`src/rtl/prio_irq_pkg.sv`:
```
package prio_irq_pkg;
  localparam int NSRC_DEF = 13;
  localparam int ADDR_W = 5;
  localparam int DATA_W = 16;
  localparam int CTRL_W = 8;
  localparam int VEC_W = 8;
  localparam int LVL_W = 3;
  localparam int KEY_W = 5;

  localparam logic [ADDR_W-1:0] ADR_MASK = 5'h10;
  localparam logic [ADDR_W-1:0] ADR_PEND = 5'h11;
  localparam logic [ADDR_W-1:0] ADR_WDV  = 5'h12;
  localparam logic [ADDR_W-1:0] ADR_SV0  = 5'h13;
  localparam logic [ADDR_W-1:0] ADR_SV1  = 5'h14;

  localparam logic [VEC_W-1:0] FALLBACK_VEC = 8'h0F;
  localparam logic [VEC_W-1:0] AUTOVEC_BASE = 8'd24;
  localparam logic [KEY_W-1:0] MIN_KEY = 5'd4;

  function automatic logic [CTRL_W-1:0] ctrl_reset(input int n);
    if (n >= 1 && n <= 7) return CTRL_W'(n * 4);
    else if (n == 8) return 8'h1C;
    else if (n >= 9 && n <= 11) return 8'h80;
    else return 8'h00;
  endfunction
endpackage

```
`src/rtl/prio_irq_regs.sv`:
```
module prio_irq_regs
  import prio_irq_pkg::*;
#(
  parameter int NSRC = NSRC_DEF
) (
  input  logic                        clk,
  input  logic                        rst_n,
  input  logic [NSRC:1]               src_req,
  input  logic                        we,
  input  logic [ADDR_W-1:0]           addr,
  input  logic [DATA_W-1:0]           wdata,
  output logic [DATA_W-1:0]           rdata,
  output logic [NSRC:1][CTRL_W-1:0]   ctrl_o,
  output logic [NSRC:1]               mask_o,
  output logic [NSRC:1]               pend_o,
  output logic [VEC_W-1:0]            wdv_o,
  output logic [VEC_W-1:0]            sv0_o,
  output logic [VEC_W-1:0]            sv1_o
);
  logic [NSRC:1][CTRL_W-1:0] ctrl_q, ctrl_d;
  logic [NSRC:1]             mask_q, mask_d, pend_q;
  logic [VEC_W-1:0]          wdv_q, wdv_d, sv0_q, sv0_d, sv1_q, sv1_d;
  logic                      ready_q;

  always_comb begin
    ctrl_d = ctrl_q;
    mask_d = mask_q;
    wdv_d  = wdv_q;
    sv0_d  = sv0_q;
    sv1_d  = sv1_q;
    if (we) begin
      for (int n = 1; n <= NSRC; n++)
        if (addr == ADDR_W'(n)) ctrl_d[n] = wdata[CTRL_W-1:0];
      if (addr == ADR_MASK) mask_d = wdata[NSRC:1];
      if (addr == ADR_WDV)  wdv_d  = wdata[VEC_W-1:0];
      if (addr == ADR_SV0)  sv0_d  = wdata[VEC_W-1:0];
      if (addr == ADR_SV1)  sv1_d  = wdata[VEC_W-1:0];
    end
  end

  always_ff @(posedge clk or negedge rst_n) begin
    if (!rst_n) begin
      for (int n = 1; n <= NSRC; n++) ctrl_q[n] <= ctrl_reset(n);
      mask_q  <= '1;
      pend_q  <= '0;
      wdv_q   <= FALLBACK_VEC;
      sv0_q   <= '0;
      sv1_q   <= '0;
      ready_q <= 1'b0;
    end else begin
      ctrl_q  <= ctrl_d;
      mask_q  <= mask_d;
      pend_q  <= src_req;
      wdv_q   <= wdv_d;
      sv0_q   <= sv0_d;
      sv1_q   <= sv1_d;
      ready_q <= 1'b1;
    end
  end

  always_comb begin
    rdata = '0;
    for (int n = 1; n <= NSRC; n++)
      if (addr == ADDR_W'(n)) rdata[CTRL_W-1:0] = ctrl_q[n];
    case (addr)
      ADR_MASK: rdata[NSRC:1]    = mask_q;
      ADR_PEND: rdata[NSRC:1]    = pend_q;
      ADR_WDV:  rdata[VEC_W-1:0] = wdv_q;
      ADR_SV0:  rdata[VEC_W-1:0] = sv0_q;
      ADR_SV1:  rdata[VEC_W-1:0] = sv1_q;
      default: ;
    endcase
  end

  assign ctrl_o = ctrl_q;
  assign mask_o = mask_q;
  assign pend_o = pend_q;
  assign wdv_o  = wdv_q;
  assign sv0_o  = sv0_q;
  assign sv1_o  = sv1_q;

  assert_pend_follows_R9: assert property (@(posedge clk) disable iff (!rst_n)
    ready_q |-> pend_q == $past(src_req));

  assert_mask_write_R6: assert property (@(posedge clk) disable iff (!rst_n)
    (we && addr == ADR_MASK) |=> mask_q == $past(wdata[NSRC:1]));
endmodule

```
`src/rtl/prio_irq_arb.sv`:
```
module prio_irq_arb
  import prio_irq_pkg::*;
#(
  parameter int NSRC = NSRC_DEF,
  localparam int IDX_W = $clog2(NSRC + 1)
) (
  input  logic                      clk,
  input  logic                      rst_n,
  input  logic [NSRC:1][CTRL_W-1:0] ctrl,
  input  logic [NSRC:1]             mask,
  input  logic [NSRC:1]             pend,
  output logic                      win_valid,
  output logic [IDX_W-1:0]          win_idx,
  output logic [CTRL_W-1:0]         win_ctrl,
  output logic [NSRC:1]             win_oh
);
  logic [NSRC:1]    active;
  logic [KEY_W-1:0] best_key;
  logic             found;

  assign active = pend & ~mask;

  always_comb begin
    found    = 1'b0;
    best_key = '0;
    win_idx  = '0;
    win_ctrl = '0;
    for (int n = 1; n <= NSRC; n++) begin
      if (active[n] && (!found || ctrl[n][KEY_W-1:0] > best_key)) begin
        found    = 1'b1;
        best_key = ctrl[n][KEY_W-1:0];
        win_idx  = IDX_W'(n);
        win_ctrl = ctrl[n];
      end
    end
    win_valid = found && (best_key >= MIN_KEY);
  end

  always_comb begin
    win_oh = '0;
    for (int n = 1; n <= NSRC; n++)
      win_oh[n] = win_valid && (win_idx == IDX_W'(n));
  end

  assert_grant_onehot_R4: assert property (@(posedge clk) disable iff (!rst_n)
    $onehot0(win_oh) && ((win_oh & mask) == '0));
endmodule

```
`src/rtl/prio_irq_vec.sv`:
```
module prio_irq_vec
  import prio_irq_pkg::*;
#(
  parameter int NSRC     = NSRC_DEF,
  parameter int WDOG_SRC = 8,
  parameter int SER0_SRC = 12,
  parameter int SER1_SRC = 13,
  localparam int IDX_W = $clog2(NSRC + 1)
) (
  input  logic               clk,
  input  logic               rst_n,
  input  logic               win_valid,
  input  logic [IDX_W-1:0]   win_idx,
  input  logic [CTRL_W-1:0]  win_ctrl,
  input  logic [VEC_W-1:0]   wdv,
  input  logic [VEC_W-1:0]   sv0,
  input  logic [VEC_W-1:0]   sv1,
  output logic [LVL_W-1:0]   irq_level,
  output logic [VEC_W-1:0]   irq_vector
);
  logic [LVL_W-1:0] lvl_d, lvl_q;
  logic [VEC_W-1:0] vec_d, vec_q;
  logic [LVL_W-1:0] win_lvl;

  assign win_lvl = win_ctrl[4:2];

  always_comb begin
    lvl_d = '0;
    vec_d = '0;
    if (win_valid) begin
      lvl_d = win_lvl;
      if (win_ctrl[7])                      vec_d = AUTOVEC_BASE + VEC_W'(win_lvl);
      else if (win_idx == IDX_W'(WDOG_SRC)) vec_d = wdv;
      else if (win_idx == IDX_W'(SER0_SRC)) vec_d = sv0;
      else if (win_idx == IDX_W'(SER1_SRC)) vec_d = sv1;
      else                                  vec_d = FALLBACK_VEC;
    end
  end

  always_ff @(posedge clk or negedge rst_n) begin
    if (!rst_n) begin
      lvl_q <= '0;
      vec_q <= '0;
    end else begin
      lvl_q <= lvl_d;
      vec_q <= vec_d;
    end
  end

  assign irq_level  = lvl_q;
  assign irq_vector = vec_q;

  assert_idle_zero_R5: assert property (@(posedge clk) disable iff (!rst_n)
    (irq_level == '0) |-> (irq_vector == '0));

  assert_autovec_R7: assert property (@(posedge clk) disable iff (!rst_n)
    (win_valid && win_ctrl[7]) |=> irq_vector == AUTOVEC_BASE + VEC_W'(irq_level));

  assert_level_R3: assert property (@(posedge clk) disable iff (!rst_n)
    win_valid |=> irq_level == $past(win_ctrl[4:2]));
endmodule

```
`src/rtl/prio_irq_ctrl.sv`:
```
module prio_irq_ctrl
  import prio_irq_pkg::*;
#(
  parameter int NSRC = NSRC_DEF
) (
  input  logic              clk,
  input  logic              rst_n,
  input  logic [NSRC:1]     src_req,
  input  logic              reg_we,
  input  logic [ADDR_W-1:0] reg_addr,
  input  logic [DATA_W-1:0] reg_wdata,
  output logic [DATA_W-1:0] reg_rdata,
  output logic [LVL_W-1:0]  irq_level,
  output logic [VEC_W-1:0]  irq_vector
);
  localparam int IDX_W = $clog2(NSRC + 1);

  logic [NSRC:1][CTRL_W-1:0] ctrl;
  logic [NSRC:1]             mask, pend, win_oh;
  logic [VEC_W-1:0]          wdv, sv0, sv1;
  logic                      win_valid;
  logic [IDX_W-1:0]          win_idx;
  logic [CTRL_W-1:0]         win_ctrl;

  prio_irq_regs #(.NSRC(NSRC)) u_regs (
    .clk(clk), .rst_n(rst_n), .src_req(src_req),
    .we(reg_we), .addr(reg_addr), .wdata(reg_wdata), .rdata(reg_rdata),
    .ctrl_o(ctrl), .mask_o(mask), .pend_o(pend),
    .wdv_o(wdv), .sv0_o(sv0), .sv1_o(sv1)
  );

  prio_irq_arb #(.NSRC(NSRC)) u_arb (
    .clk(clk), .rst_n(rst_n), .ctrl(ctrl), .mask(mask), .pend(pend),
    .win_valid(win_valid), .win_idx(win_idx), .win_ctrl(win_ctrl), .win_oh(win_oh)
  );

  prio_irq_vec #(.NSRC(NSRC)) u_vec (
    .clk(clk), .rst_n(rst_n), .win_valid(win_valid), .win_idx(win_idx),
    .win_ctrl(win_ctrl), .wdv(wdv), .sv0(sv0), .sv1(sv1),
    .irq_level(irq_level), .irq_vector(irq_vector)
  );
endmodule

```
`config.mk`:
```
export PLATFORM = sky130hd
export DESIGN_NAME = prio_irq_ctrl
export DESIGN_NICKNAME = d
export VERILOG_FILES = /design/src/rtl/prio_irq_pkg.sv /design/src/rtl/prio_irq_regs.sv /design/src/rtl/prio_irq_arb.sv /design/src/rtl/prio_irq_vec.sv /design/src/rtl/prio_irq_ctrl.sv
export SDC_FILE = /design/constraint.sdc
export NUM_CORES = 1
export LEC_CHECK = 0
export ABC_AREA = 1
export BUFFER_PORTS_ARGS = -buffer_cell sky130_fd_sc_hd__buf_2
export CORE_MARGIN = 4
export CORE_UTILIZATION = 39
export DETAILED_ROUTE_END_ITERATION = 10
export GPL_TIMING_DRIVEN = 0
export SLEW_MARGIN = 0
export SYNTH_ARGS = -nofsm -noshare
export SYNTH_HDL_FRONTEND = slang
export SYNTH_HIERARCHICAL = 1
export SYNTH_SLANG_ARGS = --single-unit
```
`constraint.sdc`:
```
create_clock -name clk -period 19.8 [get_ports clk]
set_clock_uncertainty 0.1 [all_clocks]
set_input_delay 3.96 -clock clk [delete_from_list [all_inputs] [get_ports clk]]
set_output_delay 3.96 -clock clk [all_outputs]
set_load 0.05 [all_outputs]
```
# Word level (Yosys, flattened, before mapping)
# Cells that the tools add are included.
[totals] inputBits=37 wordCells=185 register_bits=165
[op_classes] n_reduce_logical=54 n_eq_ne=21 bitwise_logic=2 n_lt_le_gt_ge=13 addsub=1 mux=74
[ops] cell="$mux 8" count=31
[ops] cell="$mux 5" count=13
[ops] cell="$gt 5x5->1" count=12
[ops] cell="$mux 4" count=12
[ops] cell="$pmux 7 s5" count=1
[ops] cell="$reduce_and 2->1" count=17
[ops] cell="$eq 5x4->1 const B" count=6
[ops] cell="$eq 5x5->1 const B" count=5
[ops] cell="$eq 5x3->1 const B" count=4
[ops] cell="$mux 1" count=14
[ops] cell="$and 13x13->13" count=1
[ops] cell="$logic_and 1x1->1" count=13
[ops] cell="$not 13->13" count=1
[ops] cell="$eq 4x4->1 const B" count=3
[ops] cell="$logic_not 1->1" count=12
[ops] cell="$logic_or 1x1->1" count=12
[ops] cell="$pmux 6 s2" count=1
[ops] cell="$eq 5x2->1 const B" count=2
[ops] cell="$add 5x3->6 const A" count=1
[ops] cell="$eq 5x1->1 const B" count=1
[ops] cell="$ge 5x3->1 const B" count=1
[ops] cell="$mux 3" count=1
[ops] cell="$pmux 1 s3" count=1

# Logic depth before layout (Yosys ltp)
# Gate-level depths: netlist of run 1.
[depth] word_depth=57 depth_mapped=145 mapped_depth_nobuf=136

# Cells and area by module
# The synthesis of run 1 kept the hierarchy.
[modules_own_cells] module="prio_irq_regs" seq_area_each_um2=3897.5 instances=1 area_each_um2=6854.1 cells_each=755
[modules_own_cells] module="prio_irq_arb" seq_area_each_um2=0.0 instances=1 area_each_um2=3316.9 cells_each=591
[modules_own_cells] module="prio_irq_vec" seq_area_each_um2=275.3 instances=1 area_each_um2=668.1 cells_each=91

# Least setup slack after synthesis of run 1
# OpenSTA, ideal clock, no wires.
[synth_timing] path_type="reg-to-reg" from="register u_regs.mask_q, in the netlist u_regs/mask_o[1]" to="register u_vec.vec_q[6], in the netlist u_vec/irq_vector[6]" setup_slack_ns=4.094 arrival_ns=15.529 setup_ns=0.078 required_time_ns=19.622 stages_incl_launch_ff=138 cell_sequence="dfstp_2 > nor2_2 > nand2_1 > ha_1 > nand2_1 > nor2_1 > nand2_1 > nand3_1 > nand2_1 > nand2_1 > nand2_1 > inv_1 > nand2_1 > o21ai_0 > inv_1 > ha_1 > nand2_1 > nor2_1 > [102 not listed] > o21ai_1 > ha_1 > inv_1 > o21bai_1 > a21oi_1 > nor2_1 > o22ai_1 > o21ai_0 > nand3_1 > buf_2 > or2_2 > nand2_2 > nand3_4 > buf_6 > inv_1 > nor2_1 > o21ai_0 > a21oi_1"
[synth_rtl] element="from (decl)" line="prio_irq_regs.sv:21" rtl="logic [NSRC:1] mask_q, mask_d, pend_q;"
[synth_rtl] element="from (signal assigned)" line="prio_irq_regs.sv:52" rtl="mask_q <= mask_d;"
[synth_rtl] element="$not 13->13 (*)" line="prio_irq_arb.sv:21" rtl="assign active = pend & ~mask;"
[synth_rtl] element="$and 13x13->13 (*)" line="prio_irq_arb.sv:21"
[synth_rtl] element="$mux 5 / $mux 1 (equally long branches)" line="prio_irq_arb.sv:29" rtl="if (active[n] && (!found || ctrl[n][KEY_W-1:0] > best_key)) begin"
[synth_rtl] element="$gt 5x5->1 / $logic_not 1->1 (equally long branches)" line="prio_irq_arb.sv:29"
[synth_rtl] element="$logic_or 1x1->1" line="prio_irq_arb.sv:29"
[synth_rtl] element="$logic_and 1x1->1" line="prio_irq_arb.sv:29"
[synth_rtl] element="$mux 5 / $mux 1 (equally long branches)" line="prio_irq_arb.sv:29"
[synth_rtl] element="$gt 5x5->1 / $logic_not 1->1 (equally long branches)" line="prio_irq_arb.sv:29"
[synth_rtl] element="[40 not listed]"
[synth_rtl] element="$logic_or 1x1->1" line="prio_irq_arb.sv:29"
[synth_rtl] element="$logic_and 1x1->1" line="prio_irq_arb.sv:29"
[synth_rtl] element="$mux 5" line="prio_irq_arb.sv:29"
[synth_rtl] element="$ge 5x3->1" line="prio_irq_arb.sv:36" rtl="win_valid = found && (best_key >= MIN_KEY);"
[synth_rtl] element="$logic_and 1x1->1 (*)" line="prio_irq_arb.sv:36"
[synth_rtl] element="net win_valid" line="prio_irq_ctrl.sv:21" rtl="logic win_valid;"
[synth_rtl] element="$mux 8 (*)" line="prio_irq_vec.sv:30" rtl="if (win_valid) begin"
[synth_rtl] element="net u_vec.vec_d[6]" line="prio_irq_vec.sv:22" rtl="logic [VEC_W-1:0] vec_d, vec_q;"
[synth_rtl] element="to (signal assigned)" line="prio_irq_vec.sv:46" rtl="vec_q <= vec_d;"
[synth_rtl] element="to (decl)" line="prio_irq_vec.sv:22"
# The timed path passes the listed nets; every way through them passes the cells marked *.
# A chain may end at the register's enable or synchronous reset.

# Worst setup path after layout of run 1
[layout_timing] from="register u_regs.pend_q, in the netlist u_regs/pend_o[1]" to="register u_vec.vec_q[5], in the netlist u_vec/irq_vector[5]"
[layout_rtl] element="from (decl)" line="prio_irq_regs.sv:21"
[layout_rtl] element="from (signal assigned)" line="prio_irq_regs.sv:53" rtl="pend_q <= src_req;"
[layout_rtl] element="$and 13x13->13 (*)" line="prio_irq_arb.sv:21"
[layout_rtl] element="$mux 5 / $mux 1 (equally long branches)" line="prio_irq_arb.sv:29"
[layout_rtl] element="$gt 5x5->1 / $logic_not 1->1 (equally long branches)" line="prio_irq_arb.sv:29"
[layout_rtl] element="$logic_or 1x1->1" line="prio_irq_arb.sv:29"
[layout_rtl] element="$logic_and 1x1->1" line="prio_irq_arb.sv:29"
[layout_rtl] element="$mux 5 / $mux 1 (equally long branches)" line="prio_irq_arb.sv:29"
[layout_rtl] element="$gt 5x5->1 / $logic_not 1->1 (equally long branches)" line="prio_irq_arb.sv:29"
[layout_rtl] element="$logic_or 1x1->1" line="prio_irq_arb.sv:29"
[layout_rtl] element="[39 not listed]"
[layout_rtl] element="$logic_or 1x1->1" line="prio_irq_arb.sv:29"
[layout_rtl] element="$logic_and 1x1->1" line="prio_irq_arb.sv:29"
[layout_rtl] element="$mux 5" line="prio_irq_arb.sv:29"
[layout_rtl] element="$ge 5x3->1" line="prio_irq_arb.sv:36"
[layout_rtl] element="$logic_and 1x1->1 (*)" line="prio_irq_arb.sv:36"
[layout_rtl] element="net win_valid" line="prio_irq_ctrl.sv:21"
[layout_rtl] element="$mux 8 (*)" line="prio_irq_vec.sv:30"
[layout_rtl] element="net u_vec.vec_d[5]" line="prio_irq_vec.sv:22"
# Marked as above.

==> results of run 1 <==
==> critical path, delay by kind of cell, from the launching register on <==
kind	cells	cell delay, ns
DFF	1	0.37
AOI/OAI and AO/OA	33	3.55
and+or+nand+nor	73	6.51
adders and majority gates	12	3.73
buffers and inverters	24	3.35
==> layout make-up <==
cell class / count / area (µm²) / area share (%)
Buffer: 49 / 282 / 2.38
Clock buffer: 19 / 453 / 3.82
Clock inverter: 13 / 169 / 1.43
Inverter: 142 / 536 / 4.52
Multi-Input combinational cell: 1000 / 5500 / 46.4
Sequential cell: 165 / 4170 / 35.2
Tap cell: 335 / 419 / 3.54
Timing Repair Buffer: 58 / 323 / 2.72
==> cell usage in the layout, fill, tap and decap left out, drive strengths merged <==
master / n
nand3b: 4
nor3: 4
nand4: 27
a21o: 4
nor2: 85
or2: 10
buf: 86
a31oi: 1
a22o: 7
bufinv: 3
clkinv: 7
ha: 56
nor3b: 4
o2111ai: 1
mux2: 6
conb: 2
o211ai: 15
or3: 1
clkbuf: 40
dfrtp: 130
dfstp: 35
o22ai: 6
inv: 144
a221oi: 8
nor4: 1
o21ai: 192
nand3: 87
and2: 5
clkinvlp: 1
o21a: 2
nand2: 438
a21oi: 24
o21bai: 10
==> what timing repair did <==
item                                    CTS  global route
gates resized for setup                   0            21
endpoints found under the setup margin    0            11
setup buffers                             0             0
==> through the flow <==
step | hold slack [ns] | cells | util, % | cell area, µm²
finish | 0.385 | 1781 | 45.2 | 11800
global route | 0.410 | 1781 | 45.2 | 11800
floorplan | 0.345 | 1356 | - | 10500
CTS | 0.389 | 1781 | 45.1 | 11800
detailed placement | 0.371 | 1749 | 42.7 | 11200
global placement | 0.362 | 1748 | 42.6 | 11200
==> state kept, by name, indices dropped and copies added (netlist names) <==
name	flops
u_regs/ctrl_o	104
u_regs/wdv_o	8
u_vec/irq_level	3
u_regs/sv0_o	8
u_vec/irq_vector	8
u_regs/pend_o	13
u_regs/mask_o	13
u_regs/sv1_o	8
==> layer usage <==
metal	up-vias	GRT usage, %
li1	4637	-
met1	4485	30.8
met2	284	34.9
met3	32	2.90
met4	0	5.33
met5	-	0
==> worst max path at each step <==
| stage | cells after the start | slack (ns) | start | to |
|---|---|---|---|---|
| final | 142 | 2.10 | u_regs/pend_o[1] | u_vec/irq_vector[5] |
| after global routing | 142 | 0.006 | u_regs/pend_o[1] | u_vec/irq_vector[5] |
| after CTS | 138 | 1.10 | u_regs/pend_o[1] | u_vec/irq_vector[6] |
| after detailed placement | 138 | 1.16 | u_regs/pend_o[1] | u_vec/irq_vector[6] |
| after global placement | 139 | 1.36 | u_regs/pend_o[1] | u_vec/irq_vector[6] |
| after floorplan | 140 | 4.55 | u_regs/mask_o[1] | u_vec/irq_vector[5] |
==> results.md, run 1 <==
* Routed wl met3 at 1660 µm
* CP endpoint kind: flip-flop
* Final setup violation count at 0
* Slowest cell delay on critical path at 0.37 ns
* Reg clk slew, reported paths at 0.07 ns
* CTS sink cnt at 165
* Worst-path fanout max at 10
* Die W at 172 µm
* R2R depth at 142
* Critical R2R Launch: u_regs/pend_o[1]
* Vias in the first global route at 9,089
* F_max at roughly 56 MHz
* Total track usage at 21.6%
* Min cycle time layout at 17.70 ns
* Antenna Nets Post-Route at 0
* Chip height at 172 µm
* Met2 routed WL at 14,500 µm
* Setup WS post-layout at around 2.1 ns
* Fin. Hold Viols at 0
* Slew Viols, Final at 0
* Starting density of the core at 39.9%
* Clk root buf: clkbuf_16
* Via count at 9,438
* Final worst-path cycle share at 89.4%
* Hold-fix buffers, CTS at 0
* Syn-to-layout area delta at 13.3%
* Outcome: finished, final reports clean
* Final WL at 31,000 µm
* I/O pins at 64
* Slew HR at 47.1%
* Ratio of cells with drive above 1 in the final layout at 19.6%
* Vias/cell at 5.30
* CTS tree: yes
* Top Metal Used: met4
* Initial antenna violation count at 0
* Detailed placement HPWL at 23,400 µm
* Setup TNS at 0 ns
* Largest net degree at the start of global routing at 109
* N_diodes at 0
* Crit-path most repeated cell: nand2_1
* GR Overflow Total at 0
* Clock Latency Late Sink at 0.43 ns
* Mean area per synthesized cell at 7.72 µm²
* Min-Delay Endpoint: u_regs/ctrl_o[21]
* Dpl ws at 1.16 ns
* Max-cap violations at 0
* Initial DRC count at about 740
* Placer Congestion at 0.889
* Row cnt at approximately 60
* First-pass GRT wire length at 49,700 µm
* Max clock buf depth at 2
* Final net count at between 1,500 and 2,000
* Netlist area before placement at 10,500 µm²
* Hold path depth at 2
* CTS buffer count at 17
* R2R Path End: u_vec/irq_vector[5]
* Residual DRC count at 0
* Crit path arrival time at 17.93 ns
* CP Class: reg -> reg
* FILL cells at 2,660
* Least-Margin Pin Slew at 0.793 ns
* Port Buffers at 57
* RSZ-0062 raised after global routing: no
* Die ar. at 29,500 µm²
* Startpoint Class: flip-flop
* DR WL/cell at 17.4 µm
* Synth warn at 6
* Met1 WL at around 14,000 µm
* Reg2reg setup slack at between 2 and 2.5 ns
* H-tree Lvls at 4
* Slowest-stage cell, CP: dfrtp_1
* Drt first pass iters at 5
* Hold Startpoint: u_regs/ctrl_o[21]
* Crit path required time at 20.03 ns
* Core area at 26,200 µm²
* Hold/Removal Path Class: reg -> reg
* Post-synthesis cell count at 1,355
Power of run 1 is not shown: default switching activity piles up to over one toggle a cycle in this logic, so the estimate is an artifact.
==> run 2, diff against run 1 <==
--- a/config.mk
+++ b/config.mk
@@ -14,5 +14,4 @@
 export SLEW_MARGIN = 0
 export SYNTH_ARGS = -nofsm -noshare
 export SYNTH_HDL_FRONTEND = slang
-export SYNTH_HIERARCHICAL = 1
 export SYNTH_SLANG_ARGS = --single-unit
==> run 2 against run 1 <==
  * Core utilization increased by 0.73 points
  * First-iteration DRC count increased by 1.5%
  * Clock-buffer cell count increased by 1
  * Fmax increased by 0.46%
  * Non-clock buffer count increased by 1
  * Via count decreased by 3.9%
  * Routed wire length decreased by 5.7%
  * Setup slack improved by 0.082 ns
  * Design area decreased by 4.9%
  * Critical path type unchanged
  * Worst hold slack got worse by 0.0016 ns
==> results.md, run 2 <==
* Area leader, netlist: dfrtp_1
* Yosys top cell area share at 33.2%
* Cell variety after synth at 43
* N_diodes at 0
* Crit path arrival time at roughly 18 ns
* Routed wl met3 at 1690 µm
* Ratio of cells with drive above 1 in the final layout at roughly 15%
* Clock Latency Late Sink at approximately 0.43 ns
* CP Class: reg -> reg
* Hold WS at 0.384 ns
* Vias in the first global route at about 8,700
* Drt first pass iters at 7
* Initial antenna violation count at 0
* Critical Path End: u_vec.irq_vector[6]
* R2R depth at roughly 140
* Outcome: finished, final reports clean
* CTS tree: yes
* Mean area per synthesized cell at 7.52 µm²
* Synth warn at 0
* Least-Margin Pin Slew at 1.20 ns
* Register area share after synthesis at 42.6%
* Slew HR at 19.6%
* GR Overflow Total at 0
* Combinational share of power at 59.0%
* F_max at ~57 MHz
* Most common cell after layout, fill and taps aside: nand2_1
* Top post-synthesis cells by area: dfrtp_1, nand2_1, o21ai_0
* Commonest non-fill, non-tap cells in the layout: nand2_1, o21ai_0, inv_1, dfrtp_1, nor2_1
* CTS sink cnt at about 170
* Slowest cell delay on critical path at 0.37 ns
* Die ar. at 27,700 µm²
* Fin. Hold Viols at 0
* Min cycle time layout at 17.62 ns
* Via count at 9,068
* Hold-fix buffers, CTS at 0
* Count leader, synth: nand2_1
* Critical R2R Launch: u_regs.pend_o[1]
* Starting density of the core at 40.0%
* Syn-to-layout area delta at 14.9%
* Max-cap violations at 0
* Final WL at ~29,000 µm
* Total track usage at 21.4%
* Max reg flops at around 100
* Slowest-stage cell, CP: dfrtp_1
* Clk pwr share at 17.4%
* Reg clk slew, reported paths at 0.07 ns
* CTS buffer count at 17
* Crit-path most repeated cell: nand2_1
* Sequential share of power at 23.6%
* Residual DRC count at 0
* Vias/cell at 5.25
* Post-synthesis cell count at 1,304
* Core Util, Final at 45.9%
* Pleak at 5.45 nW
* R2R Path End: u_vec.irq_vector[6]
* Power per cell area at 179 nW/µm²
* Met1 WL at roughly 14,000 µm
* Slew Viols, Final at 0
* Netlist area before placement at slightly below 10,000 µm²
* H-tree Lvls at 4
* Port Buffers at 58
* EDFF count, synth at 0
* Crit path required time at ~20 ns
* Initial DRC count at 754
* P_int at 1.04 mW
* Row cnt at 57
* Synth async-reset ratio at 100%
* Post-synth top cells: nand2_1, o21ai_0, dfrtp_1, inv_1, nor2_1
* First-pass GRT wire length at ~48,000 µm
* Placer Congestion at 0.873
* DR WL/cell at 16.9 µm
* Max clock buf depth at 2
* Final setup violation count at 0
* Maximum VDD drop at between 90 and 100 µV
* Detailed placement HPWL at 22,000 µm
* Chip height at 167 µm
* CP endpoint kind: flip-flop
* Die W at 167 µm
* Startpoint Class: flip-flop
* Top Metal Used: met4
* Hold/Removal Path Class: reg -> reg
* Reg2reg setup slack at between 2 and 2.5 ns
* Final worst-path cycle share at 89.0%
* Sw Ratio at 48.2%
* Worst-path fanout max at 10
* Antenna Nets Post-Route at 0
* Dpl ws at 0.332 ns
* Final net count at approximately 1,500
* Largest net degree at the start of global routing at ~120
* Net Sw Power at 0.970 mW
* Synthesized flop and latch total at between 150 and 200
* Main synth FF type: dfrtp_1
* Crit. Startpoint: u_regs.pend_o[1]
* Met2 routed WL at 13,600 µm
* Setup WS post-layout at 2.18 ns
* I/O pins at between 60 and 70
* Core area at 24,500 µm²
* Clk root buf: clkbuf_16
run 2: power by group through the flow:
stage / registers (mW) / logic [mW] / clock network, mW
6_report: 0.475 / 1.19 / 0.351
5_1_grt: 0.485 / 1.37 / 0.370
4_1_cts: 0.474 / 1.16 / 0.357
3_5_place_dp: 0.479 / 1.15 / 0
3_3_place_gp: 0.477 / 1.13 / 0
2_1_floorplan: 0.499 / 0.866 / 0
run 2: logic make-up (layout without fill, tap and decap cells):
group	Yosys count	after routing	share of synthesized area (%)
AOI/OAI and AO/OA	287	287	16.0
adders and majority gates	54	54	6.89
buffers and inverters	180	277	7.15
DFF	165	165	42.6
muxes	4	4	0.459
other	1	2	0.0382
and+or+nand+nor	613	613	26.9
run 2: worst min path at each step:
stage,start,endpoint,depth (start not counted)
after floorplan,u_regs.ctrl_o[45],u_regs.ctrl_o[45],2
after global placement,u_regs.ctrl_o[69],u_regs.ctrl_o[69],2
after detailed placement,u_regs.ctrl_o[45],u_regs.ctrl_o[45],2
after CTS,u_regs.ctrl_o[45],u_regs.ctrl_o[45],2
after global routing,u_regs.ctrl_o[29],u_regs.ctrl_o[29],2
final,u_regs.wdv_o[5],u_regs.wdv_o[5],2
run 2: critical path: cells and delay by family (launching register included):
kind / cells / cell delay (ns)
compound gates: 25 / 3.21
buf+inv: 20 / 2.84
fa+ha+maj: 12 / 3.76
flops: 1 / 0.37
simple gates: 84 / 7.26
run 2: final cells by class:
type | count | area, µm²
tap | 324 | 405
sequential | 165 | 4170
timing repair buffer | 65 | 373
multi-input combinational | 960 | 4970
fill | 2509 | 13300
clock inverter | 12 | 169
buffer | 43 | 205
inverter | 137 | 518
clock buffer | 20 | 457
run 2: metal layers:
| metal | vias up | track usage, % |
|---|---|---|
| met1 | 4322 | 30.8 |
| met2 | 246 | 34.2 |
| met3 | 26 | 3.77 |
| met4 | 0 | 3.95 |
| met5 | - | 0 |
| li1 | 4474 | - |
run 2: per-stage QoR:
stage                     cell area (µm²)  power, mW  cells  TNS (ns)
after floorplan                      9810       1.37   1305         0
after global placement              10500       1.61   1687         0
after detailed placement            10500       1.63   1688         0
after CTS                           11200       1.99   1720         0
after global routing                11300       2.23   1726    -0.162
final                               11300       2.01   1726         0
run 2: what timing repair did:
item / 4_1_cts / 5_1_grt
setup endpoints to repair: 0 / 11
resized for setup: 0 / 42
buffers inserted: 0 / 6
Power figures use the tool's default switching activity.
